<file path="config.mk">
export PLATFORM = sky130hd
export DESIGN_NAME = burst_seq_gen
export DESIGN_NICKNAME = d
export VERILOG_FILES = /design/src/rtl/burst_seq_pkg.sv /design/src/rtl/bsg_strobe_dec.sv /design/src/rtl/bsg_beat_ctr.sv /design/src/rtl/bsg_addr_reg.sv /design/src/rtl/burst_seq_gen.sv
export SDC_FILE = /design/constraint.sdc
export NUM_CORES = 1
export LEC_CHECK = 0
export BUFFER_PORTS_ARGS = -buffer_cell sky130_fd_sc_hd__buf_2
export CORE_MARGIN = 4
export CORE_UTILIZATION = 45
export CTS_BUF_LIST = sky130_fd_sc_hd__clkbuf_4
export CTS_CLUSTER_SIZE = 40
export DETAILED_ROUTE_END_ITERATION = 6
export HOLD_SLACK_MARGIN = 0.12
export PLACE_DENSITY = 0.83
export SETUP_SLACK_MARGIN = 0.1
export SLEW_MARGIN = 20
export SYNTH_ARGS = -nofsm -noshare
export SYNTH_HDL_FRONTEND = slang
export SYNTH_SLANG_ARGS = --single-unit
</file>
<file path="constraint.sdc">
create_clock -name clk -period 1.22 [get_ports clk]
set_input_delay 0.244 -clock clk [delete_from_list [all_inputs] [get_ports clk]]
set_output_delay 0.244 -clock clk [all_outputs]
set_load 0.01 [all_outputs]
</file>
<file path="src/rtl/burst_seq_pkg.sv">
package burst_seq_pkg;

  localparam int BEAT_W = 2;

  typedef enum logic {
    ORD_LINEAR     = 1'b0,
    ORD_INTERLEAVE = 1'b1
  } burst_order_e;

  function automatic logic [BEAT_W-1:0] beat_offset(
    input logic [BEAT_W-1:0] start,
    input logic [BEAT_W-1:0] beat,
    input burst_order_e      ord
  );
    logic [BEAT_W-1:0] res;
    if (ord == ORD_INTERLEAVE) res = start ^ beat;
    else                       res = start + beat;
    return res;
  endfunction

endpackage

</file>
<file path="src/rtl/bsg_strobe_dec.sv">
module bsg_strobe_dec (
  input  logic adsp_n,
  input  logic adsc_n,
  input  logic ce,
  input  logic adv_n,
  input  logic vld,
  output logic load,
  output logic step
);
  logic cpu_ld;
  logic ctl_ld;

  always_comb begin
    cpu_ld = ~adsp_n & ce;
    ctl_ld = ~adsc_n;
    load   = cpu_ld | ctl_ld;
    step   = ~load & ~adv_n & vld;
  end
endmodule

</file>
<file path="src/rtl/bsg_beat_ctr.sv">
module bsg_beat_ctr
  import burst_seq_pkg::*;
(
  input  logic              clk,
  input  logic              rst,
  input  logic              load,
  input  logic              step,
  input  burst_order_e      ord_in,
  output logic [BEAT_W-1:0] beat_nxt,
  output burst_order_e      ord_q,
  output logic              vld_q
);
  logic [BEAT_W-1:0] beat_q;

  always_comb beat_nxt = beat_q + 1'b1;

  always_ff @(posedge clk) begin
    if (rst) begin
      beat_q <= '0;
      ord_q  <= ORD_LINEAR;
      vld_q  <= 1'b0;
    end else if (load) begin
      beat_q <= '0;
      ord_q  <= ord_in;
      vld_q  <= 1'b1;
    end else if (step) begin
      beat_q <= beat_nxt;
    end
  end
endmodule

</file>
<file path="src/rtl/bsg_addr_reg.sv">
module bsg_addr_reg
  import burst_seq_pkg::*;
#(
  parameter int ADDR_W = 15
) (
  input  logic              clk,
  input  logic              rst,
  input  logic              load,
  input  logic              step,
  input  logic [ADDR_W-1:0] addr_in,
  input  logic [BEAT_W-1:0] beat_nxt,
  input  burst_order_e      ord,
  output logic [ADDR_W-1:0] addr_q
);
  localparam int HI_W = ADDR_W - BEAT_W;

  logic [ADDR_W-1:0] base_q;
  logic [BEAT_W-1:0] lo_nxt;
  logic [HI_W-1:0]   hi_base;

  always_comb begin
    hi_base = base_q[ADDR_W-1:BEAT_W];
    lo_nxt  = beat_offset(base_q[BEAT_W-1:0], beat_nxt, ord);
  end

  always_ff @(posedge clk) begin
    if (rst) begin
      base_q <= '0;
      addr_q <= '0;
    end else if (load) begin
      base_q <= addr_in;
      addr_q <= addr_in;
    end else if (step) begin
      addr_q <= {hi_base, lo_nxt};
    end
  end
endmodule

</file>
<file path="src/rtl/burst_seq_gen.sv">
module burst_seq_gen
  import burst_seq_pkg::*;
#(
  parameter int ADDR_W = 15
) (
  input  logic              clk,
  input  logic              rst,
  input  logic              adsp_n,
  input  logic              adsc_n,
  input  logic              ce,
  input  logic              adv_n,
  input  logic              order_sel,
  input  logic [ADDR_W-1:0] addr_in,
  output logic [ADDR_W-1:0] addr_out,
  output logic              addr_vld
);
  logic              load;
  logic              step;
  logic [BEAT_W-1:0] beat_nxt;
  burst_order_e      ord_q;

  bsg_strobe_dec dec_i (
    .adsp_n (adsp_n),
    .adsc_n (adsc_n),
    .ce     (ce),
    .adv_n  (adv_n),
    .vld    (addr_vld),
    .load   (load),
    .step   (step)
  );

  bsg_beat_ctr ctr_i (
    .clk      (clk),
    .rst      (rst),
    .load     (load),
    .step     (step),
    .ord_in   (burst_order_e'(order_sel)),
    .beat_nxt (beat_nxt),
    .ord_q    (ord_q),
    .vld_q    (addr_vld)
  );

  bsg_addr_reg #(.ADDR_W(ADDR_W)) areg_i (
    .clk      (clk),
    .rst      (rst),
    .load     (load),
    .step     (step),
    .addr_in  (addr_in),
    .beat_nxt (beat_nxt),
    .ord      (ord_q),
    .addr_q   (addr_out)
  );
endmodule

</file>
# Word level (Yosys, flattened, before mapping)
# Cells that the tools add are included.
word_totals:
  register_bits: 34
  word_cells: 21
classes:
  n_addsub: 2
  n_mux: 3
  bitwise: 9
  reduce_logical: 2
ops:
  columns: ["operator", "n"]
  rows:
  - ["15-bit two-way mux", 2]
  - ["1-bit inverter", 4]
  - ["1-bit bitwise AND", 3]
  - ["2-bit by 1-bit adder with 2-bit output, second input constant", 1]
  - ["2-bit adder", 1]
  - ["2-bit two-way mux", 1]
  - ["2-bit nonzero test", 1]
  - ["2-bit OR reduction", 1]
  - ["2-bit XOR", 1]
  - ["1-bit bitwise OR", 1]

# Longest topological paths before layout
# Gate-level depths: netlist of the first run.
logic_depth:
  ltp_word: 8
  ltp_mapped: 5

# Modules after synthesis
# Synthesis of the first run repeated with hierarchy kept, for this count alone.
unflattened:
  cells_unflattened: 155
  hier_area_um2: 1422.6
by_module_without_submodules:
  columns: ["module", "area_per_inst_um2", "cells_each", "n_inst"]
  rows:
  - ["bsg_addr_reg", 1243.7, 135, 1]
  - ["bsg_beat_ctr", 155.1, 16, 1]
  - ["bsg_strobe_dec", 23.8, 4, 1]

# Least setup slack after synthesis of the first run
# No wires, ideal clock.
synth_timing:
  path_kind: "reg2reg"
  start: "register ctr_i.beat_q[0]"
  end: "register areg_i.addr_q[1]"
  stages_incl_launch_ff: 6
  arrival_ps: 1164
  t_required_ps: 1141
  setup_slack_ps: -23
  cell_sequence: "dfxtp_1 inv_1 ha_1 nor2b_1 xnor3_1 o221ai_2"
synth_between:
  elab_chain_len: 5
synth_lines:
  columns: ["element", "line", "rtl"]
  rows:
  - ["start, declared", "bsg_beat_ctr.sv:13", "logic [BEAT_W-1:0] beat_q;"]
  - ["start signal, assigned", "bsg_beat_ctr.sv:27", "beat_q <= beat_nxt;"]
  - ["2-bit by 1-bit adder with 2-bit output", "bsg_beat_ctr.sv:15", "always_comb beat_nxt = beat_q + 1'b1;"]
  - ["net areg_i.beat_nxt[0]", "bsg_addr_reg.sv:11", "input logic [BEAT_W-1:0] beat_nxt,"]
  - ["2-bit adder", "burst_seq_pkg.sv:17", "else res = start + beat;"]
  - ["2-bit two-way mux", "burst_seq_pkg.sv:16", "if (ord == ORD_INTERLEAVE) res = start ^ beat;"]
  - ["15-bit two-way mux", "bsg_addr_reg.sv:33", "end else if (step) begin"]
  - ["15-bit two-way mux", "bsg_addr_reg.sv:30", "end else if (load) begin"]
  - ["end signal, assigned", "bsg_addr_reg.sv:32", "addr_q <= addr_in;"]
  - ["end signal, assigned", "bsg_addr_reg.sv:34", "addr_q <= {hi_base, lo_nxt};"]
  - ["end, declared", "bsg_addr_reg.sv:13", "output logic [ADDR_W-1:0] addr_q"]
# The timed path passes the listed nets, and every way through them passes these cells. The select of a mux whose other input is x is not followed.
# A chain may end at the register's enable or synchronous reset.

# Worst setup path in the final report of the first run
layout_timing:
  start: "register ctr_i.vld_q"
  end: "register areg_i.addr_q[0]"
layout_between:
  elab_chain_len: 2
layout_lines:
  columns: ["element", "line", "rtl"]
  rows:
  - ["start, declared", "bsg_beat_ctr.sv:11", "output logic vld_q"]
  - ["start signal, assigned", "bsg_beat_ctr.sv:21", "vld_q <= 1'b0;"]
  - ["start signal, assigned", "bsg_beat_ctr.sv:25", "vld_q <= 1'b1;"]
  - ["1-bit bitwise AND", "bsg_strobe_dec.sv:17", "step = ~load & ~adv_n & vld;"]
  - ["2-bit nonzero test (no line)", null, null]
# No other way between the ends.

==> metrics.md, run 1 <==
| Metric | Value |
|---|---|
| Status | `complete, no violations` |
| Min cycle time layout | `1.13 ns` |
| Pre-CTS setup slack | `-0.0898 ns` |
| CTS tree | `yes` |
| EDFF count, synth | `0` |
| Post-route cell area | `0.00188 mm^2` |
| Critical path class | `reg -> reg` |
| Num CTS Buffers | `5` |
| Overall Global Routing Usage | `~18%` |
| DP Area | `0.00177 mm^2` |
| Critical Path RT | `between 1 and 1.5 ns` |
| Die height | `about 66 um` |
| Chip width | `approximately 66 um` |
| Post-DP HPWL | `2570 um` |
| Switching Fraction | `27.4%` |
| Worst Path Max Fanout | `8` |
| Clk_skew | `roughly 0.0031 ns` |
| Sequential element share of the synthesized area | `45.5%` |
| Clock transition at the registers of the reported paths | `~0.10 ns` |
| Commonest non-fill, non-tap cells in the layout | `buf_2, a21oi_1, dfxtp_1` |
| Clk network pwr share | `~27%` |
| Slowest cell on the critical path | `dfxtp_4` |
| Nets | `228` |
| Slew margin rel. | `just under 80%` |
| Number of max-cap violations | `0` |
| DR pass1 iterations | `4` |
| Post-DR vias/cell | `~5.5` |
| Longest Clk Path Bufs | `2` |
| Postcts setup bufs | `0` |
| Syn Inst Count | `~160` |
| Gp weighted congestion | `roughly 0.8` |
| Worst hold start | `addr_in[2]` |
| Area growth, synth to finish | `25.9%` |
| DRT met1 WL | `1730 um` |
| Synthesized cell area | `~0.0015 mm^2` |
| Number of global-route vias before repair | `around 1,300` |
| DRT iter0 DRCs | `between 80 and 90` |
| Ys async rst share | `0%` |
| Later-pin clock latency in the skew report | `0.33 ns` |
| Syn. warnings | `0` |
| Worst-Margin Slew | `0.325 ns` |
| Root Buffer | `clkbuf_4` |
| Power density cells | `1200 mW/mm^2` |
| Synth Flop Type | `dfxtp_1` |
| Internal power | `about 0.0016 W` |
| CP max stage delay | `~0.37 ns` |
| N_diodes | `0` |
| Buffers on Ports | `37` |
| Startpoint types | `flip-flop` |
| Slew Limit Fails | `0` |
| FF-to-FF Start | `ctr_i.vld_q` |
| Share of cells above drive strength 1 | `a little under two fifths` |
| # setup viols final | `0` |
| Final worst-path setup slack | `a little over 0.09 ns` |
| Avg Inst Size Synth | `just over 9 um^2` |
| CTS Sinks | `34` |
| CP arrival | `approximately 1.4 ns` |
| Synth unique cells | `26` |
| Grt ovf | `0` |
| Max Freq | `887 MHz` |
| Remaining DRCs | `0` |
| Synth Register Bits | `34` |
| Highest routed layer | `met4` |
| Part of the cycle the worst path needs | `between 90% and 100%` |
| Leakage | `around 0.84 nW` |
| Met2 wire len | `between 1500 and 2000 um` |
| Final wirelength | `approximately 3800 um` |
| Tot Pwr | `0.00226 W` |
| Vias post-DR | `approximately 1,400` |
| Final Hold Fails | `0` |
| Worst vdd ir | `between 0.4 and 0.5 mV` |
| Sw power | `slightly above 0.0006 W` |
| Pin count of the biggest net entering global routing | `33` |
| CP Cell Sequence | `nand2b_4 > buf_6 > mux2i_1 > a211oi_2` |
| H-tree levels | `2` |
| Tightest Hold Check Type | `in -> reg` |
| Critical path startpoint | `ctr_i.vld_q` |
| Initial antenna violation count | `0` |
| Wire length per cell | `approximately 15 um` |
| Final antenna-violating net count | `0` |
| First-pass GRT wire length | `approximately 6000 um` |
| CORE AREA | `between 0.003 and 0.004 mm^2` |
| Initial Util | `between 40% and 50%` |
| Combinational share of power | `between 10% and 20%` |
| Synth Net Count | `186` |
| Die area | `~0.0043 mm^2` |
| Reg power frac | `between 50 and 60%` |
| Setup crit end kind | `flip-flop` |
| Fin Setup TNS | `0 ns` |
| I/O Pins | `38` |
| Cell row count | `20` |
| RSZ-0062 raised after global routing | `true` |
| Met3 WL post-DR | `203 um` |
| Commonest non-fill, non-tap cell in the layout | `buf_2` |
-- worst paths after layout --
path,to,slack (ns),cells past startpoint
setup / recovery,areg_i.addr_q[0],0.09,4
hold reg to reg,areg_i.base_q[10],0.47,2
setup reg to reg,areg_i.addr_q[0],0.09,4
hold / removal,areg_i.base_q[2],0.17,3
-- repair_timing --
action | 4_1_cts | 5_1_grt
hold buffers | 0 | 0
pin swaps | 3 | 2
resized for setup | 8 | 8
endpoints found under the setup margin | 7 | 8
cloned | 0 | 0
-- critical path, delay by kind of cell, from the launching register on --
| kind | cells | cell delay [ns] |
|---|---|---|
| buffers and inverters | 1 | 0.17 |
| AOI/OAI and AO/OA | 1 | 0.11 |
| DFF | 1 | 0.37 |
| and+or+nand+nor | 1 | 0.09 |
| muxes | 1 | 0.27 |
-- state kept, by name (all words and copies together) (netlist names) --
signal         count
ctr_i.ord_q        1
areg_i.addr_q     15
ctr_i.beat_q       2
areg_i.base_q     15
ctr_i.vld_q        1
-- power groups by stage --
stage	logic, W	registers (W)	clock network (W)
after detailed placement	0.000392	0.00125	0
after global placement	0.000380	0.00125	0
after floorplan	0.000222	0.00127	0
final	0.000414	0.00123	0.000615
after CTS	0.000401	0.00123	0.000624
after global routing	0.000454	0.00124	0.000684
-- synth_stat cells (2+ instances only) --
| cell | instances | area (um^2) |
|---|---|---|
| nor2b_1 | 3 | 18.8 |
| inv_1 | 2 | 7.51 |
| clkbuf_1 | 9 | 33.8 |
| a211oi_1 | 14 | 105 |
| dfxtp_1 | 34 | 681 |
| nor3_1 | 2 | 10.0 |
| o21ai_0 | 16 | 80.1 |
| buf_6 | 2 | 22.5 |
| buf_2 | 5 | 25.0 |
| xor2_1 | 2 | 17.5 |
| a21oi_1 | 31 | 155 |
| nand3_1 | 16 | 80.1 |
| mux2i_1 | 14 | 140 |
-- metal layers --
metal | track usage [%] | up-vias
li1 | - | 675
met1 | 23.6 | 647
met2 | 28.9 | 47
met3 | 4.44 | 8
met4 | 9.33 | 0
met5 | 0 | -
-- stage by stage --
stage | cells | util (%) | hold slack, ns
after floorplan | 163 | - | 0.401
after CTS | 249 | 59.2 | 0.164
final | 249 | 60.2 | 0.175
after detailed placement | 242 | 56.7 | 0.457
after global placement | 242 | 56.7 | 0.451
after global routing | 249 | 60.2 | 0.167
-- logic make-up (layout without fill, tap and decap cells) --
family / Yosys count / count (layout) / share of synthesized area (%)
buf+inv: 20 / 62 / 6.69
mux: 14 / 14 / 9.37
xor+xnor: 4 / 4 / 3.26
simple gates: 28 / 28 / 10.5
flops: 34 / 34 / 45.5
fa+ha+maj: 1 / 1 / 0.837
compound gates: 62 / 62 / 23.8
-- layout make-up --
cell class                      instances  area (um^2)
Clock buffer                            7         52.6
Fill cell                             277         1240
Inverter                                3         11.3
Multi-Input combinational cell        109          756
Sequential cell                        34          691
Tap cell                               44         55.1
Timing Repair Buffer                   52          318
Power figures use the tool's default switching activity.
==> run 2, diff against run 1 <==
--- a/config.mk
+++ b/config.mk
@@ -11,7 +11,6 @@
 export CTS_BUF_LIST = sky130_fd_sc_hd__clkbuf_4
 export CTS_CLUSTER_SIZE = 40
 export DETAILED_ROUTE_END_ITERATION = 6
-export HOLD_SLACK_MARGIN = 0.12
 export PLACE_DENSITY = 0.83
 export SETUP_SLACK_MARGIN = 0.1
 export SLEW_MARGIN = 20
==> constraint.sdc (replaced) <==
create_clock -name clk -period 1.22 [get_ports clk]
set_input_delay 0.244 -clock clk [delete_from_list [all_inputs] [get_ports clk]]
set_output_delay 0.244 -clock clk [all_outputs]
set_load 0.02 [all_outputs]
==> metrics.md, run 2 (synthesis gave the netlist of run 1 again) <==
| Metric | Value |
|---|---|
| Slowest cell on the critical path | `dfxtp_2` |
| Later-pin clock latency in the skew report | `approximately 0.34 ns` |
| Hold depth | `3` |
| Overall Global Routing Usage | `about 18%` |
| Status | `complete, no violations` |
| Tot Pwr | `about 0.0024 W` |
| Final Hold Fails | `0` |
| Reg2Reg Setup Slack | `between 0.09 and 0.1 ns` |
| Cell family with most CP delay | `flip-flops` |
| Worst vdd ir | `between 0.9 and 1 mV` |
| Number of global-route vias before repair | `approximately 1,300` |
| Critical path buffers and inverters | `1` |
| Initial antenna violation count | `0` |
| Longest Clk Path Bufs | `2` |
| Pre-CTS setup slack | `-0.0824 ns` |
| Max Freq | `~900 MHz` |
| Hold-fix buffers, CTS | `0` |
| Hold EP | `ctr_i.ord_q` |
| CP Cell Sequence | `inv_2 > ha_4 > nor2b_4 > xnor3_1 > o221ai_2` |
| CTS Sinks | `34` |
| # setup viols final | `0` |
| Buffers on Ports | `37` |
| Number of max-cap violations | `0` |
| Wire length per cell | `14.2 um` |
| Initial Util | `roughly 48%` |
| Hold WS | `between 0.15 and 0.2 ns` |
| Vias post-DR | `between 1,000 and 1,500` |
| Grt met1 use | `between 20% and 30%` |
| Num CTS Buffers | `5` |
| Share of cells above drive strength 1 | `a little over two fifths` |
| Die area | `about 0.0043 mm^2` |
| DP Area | `about 0.0018 mm^2` |
| DR pass1 iterations | `4` |
| RSZ-0062 raised after global routing | `true` |
| Slew margin rel. | `~78%` |
| Gp weighted congestion | `between 0.8 and 0.9` |
| Part of the cycle the worst path needs | `a little over 90%` |
| Top Registers | `areg_i.addr_q (15), areg_i.base_q (15), ctr_i.beat_q (2)` |
| Met3 Track Usage GR | `6.15%` |
| CTS tree | `yes` |
| N_diodes | `0` |
| Chip width | `approximately 66 um` |
| Tightest Hold Check Type | `in -> reg` |
| Post-route cell area | `between 0.0015 and 0.002 mm^2` |
| Worst hold start | `order_sel` |
| Die height | `about 66 um` |
| Clock transition at the registers of the reported paths | `0.10 ns` |
| Power density cells | `roughly 1200 mW/mm^2` |
| CP max stage delay | `~0.34 ns` |
| Commonest non-fill, non-tap cells in the layout | `a21oi_1, buf_4, buf_2` |
| Critical Path RT | `1.49 ns` |
| Grt met2 use | `between 20 and 30%` |
| CP arrival | `approximately 1.4 ns` |
| Min cycle time layout | `1.12 ns` |
| Leakage | `0.868 nW` |
| Fin Setup TNS | `0 ns` |
| DRT iter0 DRCs | `57` |
| Slew Limit Fails | `0` |
| Final antenna-violating net count | `0` |
| Final worst-path setup slack | `around 0.097 ns` |
| Final wirelength | `between 3000 and 4000 um` |
| Post-DP HPWL | `2420 um` |
| H-tree levels | `2` |
| FF-to-FF Start | `ctr_i.beat_q[0]` |
| Remaining DRCs | `0` |
| Setup crit end kind | `flip-flop` |
| Nets | `231` |
| Grt ovf | `0` |
| Worst-Margin Slew | `0.329 ns` |
| GR peak layer | `met2` |
| Clk_skew | `0.00871 ns` |
| R2R depth | `5` |
| First-pass GRT wire length | `between 6000 and 7000 um` |
| Area growth, synth to finish | `31.8%` |
| Startpoint types | `flip-flop` |
| Pin count of the biggest net entering global routing | `33` |
| I/O Pins | `38` |
| Critical path class | `reg -> reg` |
| R2r endpoint | `areg_i.addr_q[1]` |
| Worst Path Max Fanout | `2` |
| CORE AREA | `approximately 0.0031 mm^2` |
| Commonest non-fill, non-tap cell in the layout | `a21oi_1` |
| Post-DR vias/cell | `approximately 5.5` |
| Cell row count | `20` |
| Root Buffer | `clkbuf_4` |
## run 2: layout make-up
class | instances | area, um^2
flip-flops and latches | 34 | 699
well taps | 44 | 55.1
repair buffers | 55 | 375
inverters | 3 | 11.3
fillers | 265 | 1160
clock buffers | 8 | 60.1
multi-input cells | 109 | 769
## run 2: layer usage
layer  part of all wire [%]  wire length [um]
met1                     44              1560
met3                    7.3               261
met5                      0                 0
met4                    1.5                53
met2                     48              1700
## run 2: worst min-delay path, cell delays in order
cell	delay (ns)
buf_2	0.10
o21ai_0	0.06
a21oi_1	0.06
## run 2: how the worst max path moves through the flow
stage / from / endpoint / slack [ns] / cells past startpoint
floorplan: ctr_i.vld_q / areg_i.addr_q[1] / 0.04 / 4
global placement: ce / areg_i.addr_q[1] / -0.06 / 5
detailed placement: ce / areg_i.addr_q[1] / -0.08 / 5
CTS: ctr_i.beat_q[0] / areg_i.addr_q[1] / 0.07 / 5
global route: ctr_i.beat_q[0] / areg_i.addr_q[1] / 0.05 / 5
finish: ctr_i.beat_q[0] / areg_i.addr_q[1] / 0.1 / 5
## run 2: where the power goes
group          switching, W  leakage, nW  total, W  internal (W)
clock              0.000359       0.0368  0.000655      0.000296
combinational      0.000250        0.545  0.000466      0.000216
sequential        0.0000458        0.286   0.00124       0.00119
total              0.000655        0.868   0.00236       0.00170
## run 2: timing repair
action / CTS / global route
pin swaps: 1 / 2
setup buffers: 2 / 1
gates cloned: 1 / 0
setup endpoints to repair: 12 / 23
gates resized for setup: 9 / 30
## run 2: metrics by stage
step	util [%]	instances
3_5_place_dp	56.5	241
3_3_place_gp	56.5	241
4_1_cts	60.0	252
6_report	63.0	253
2_1_floorplan	-	163
5_1_grt	63.0	253
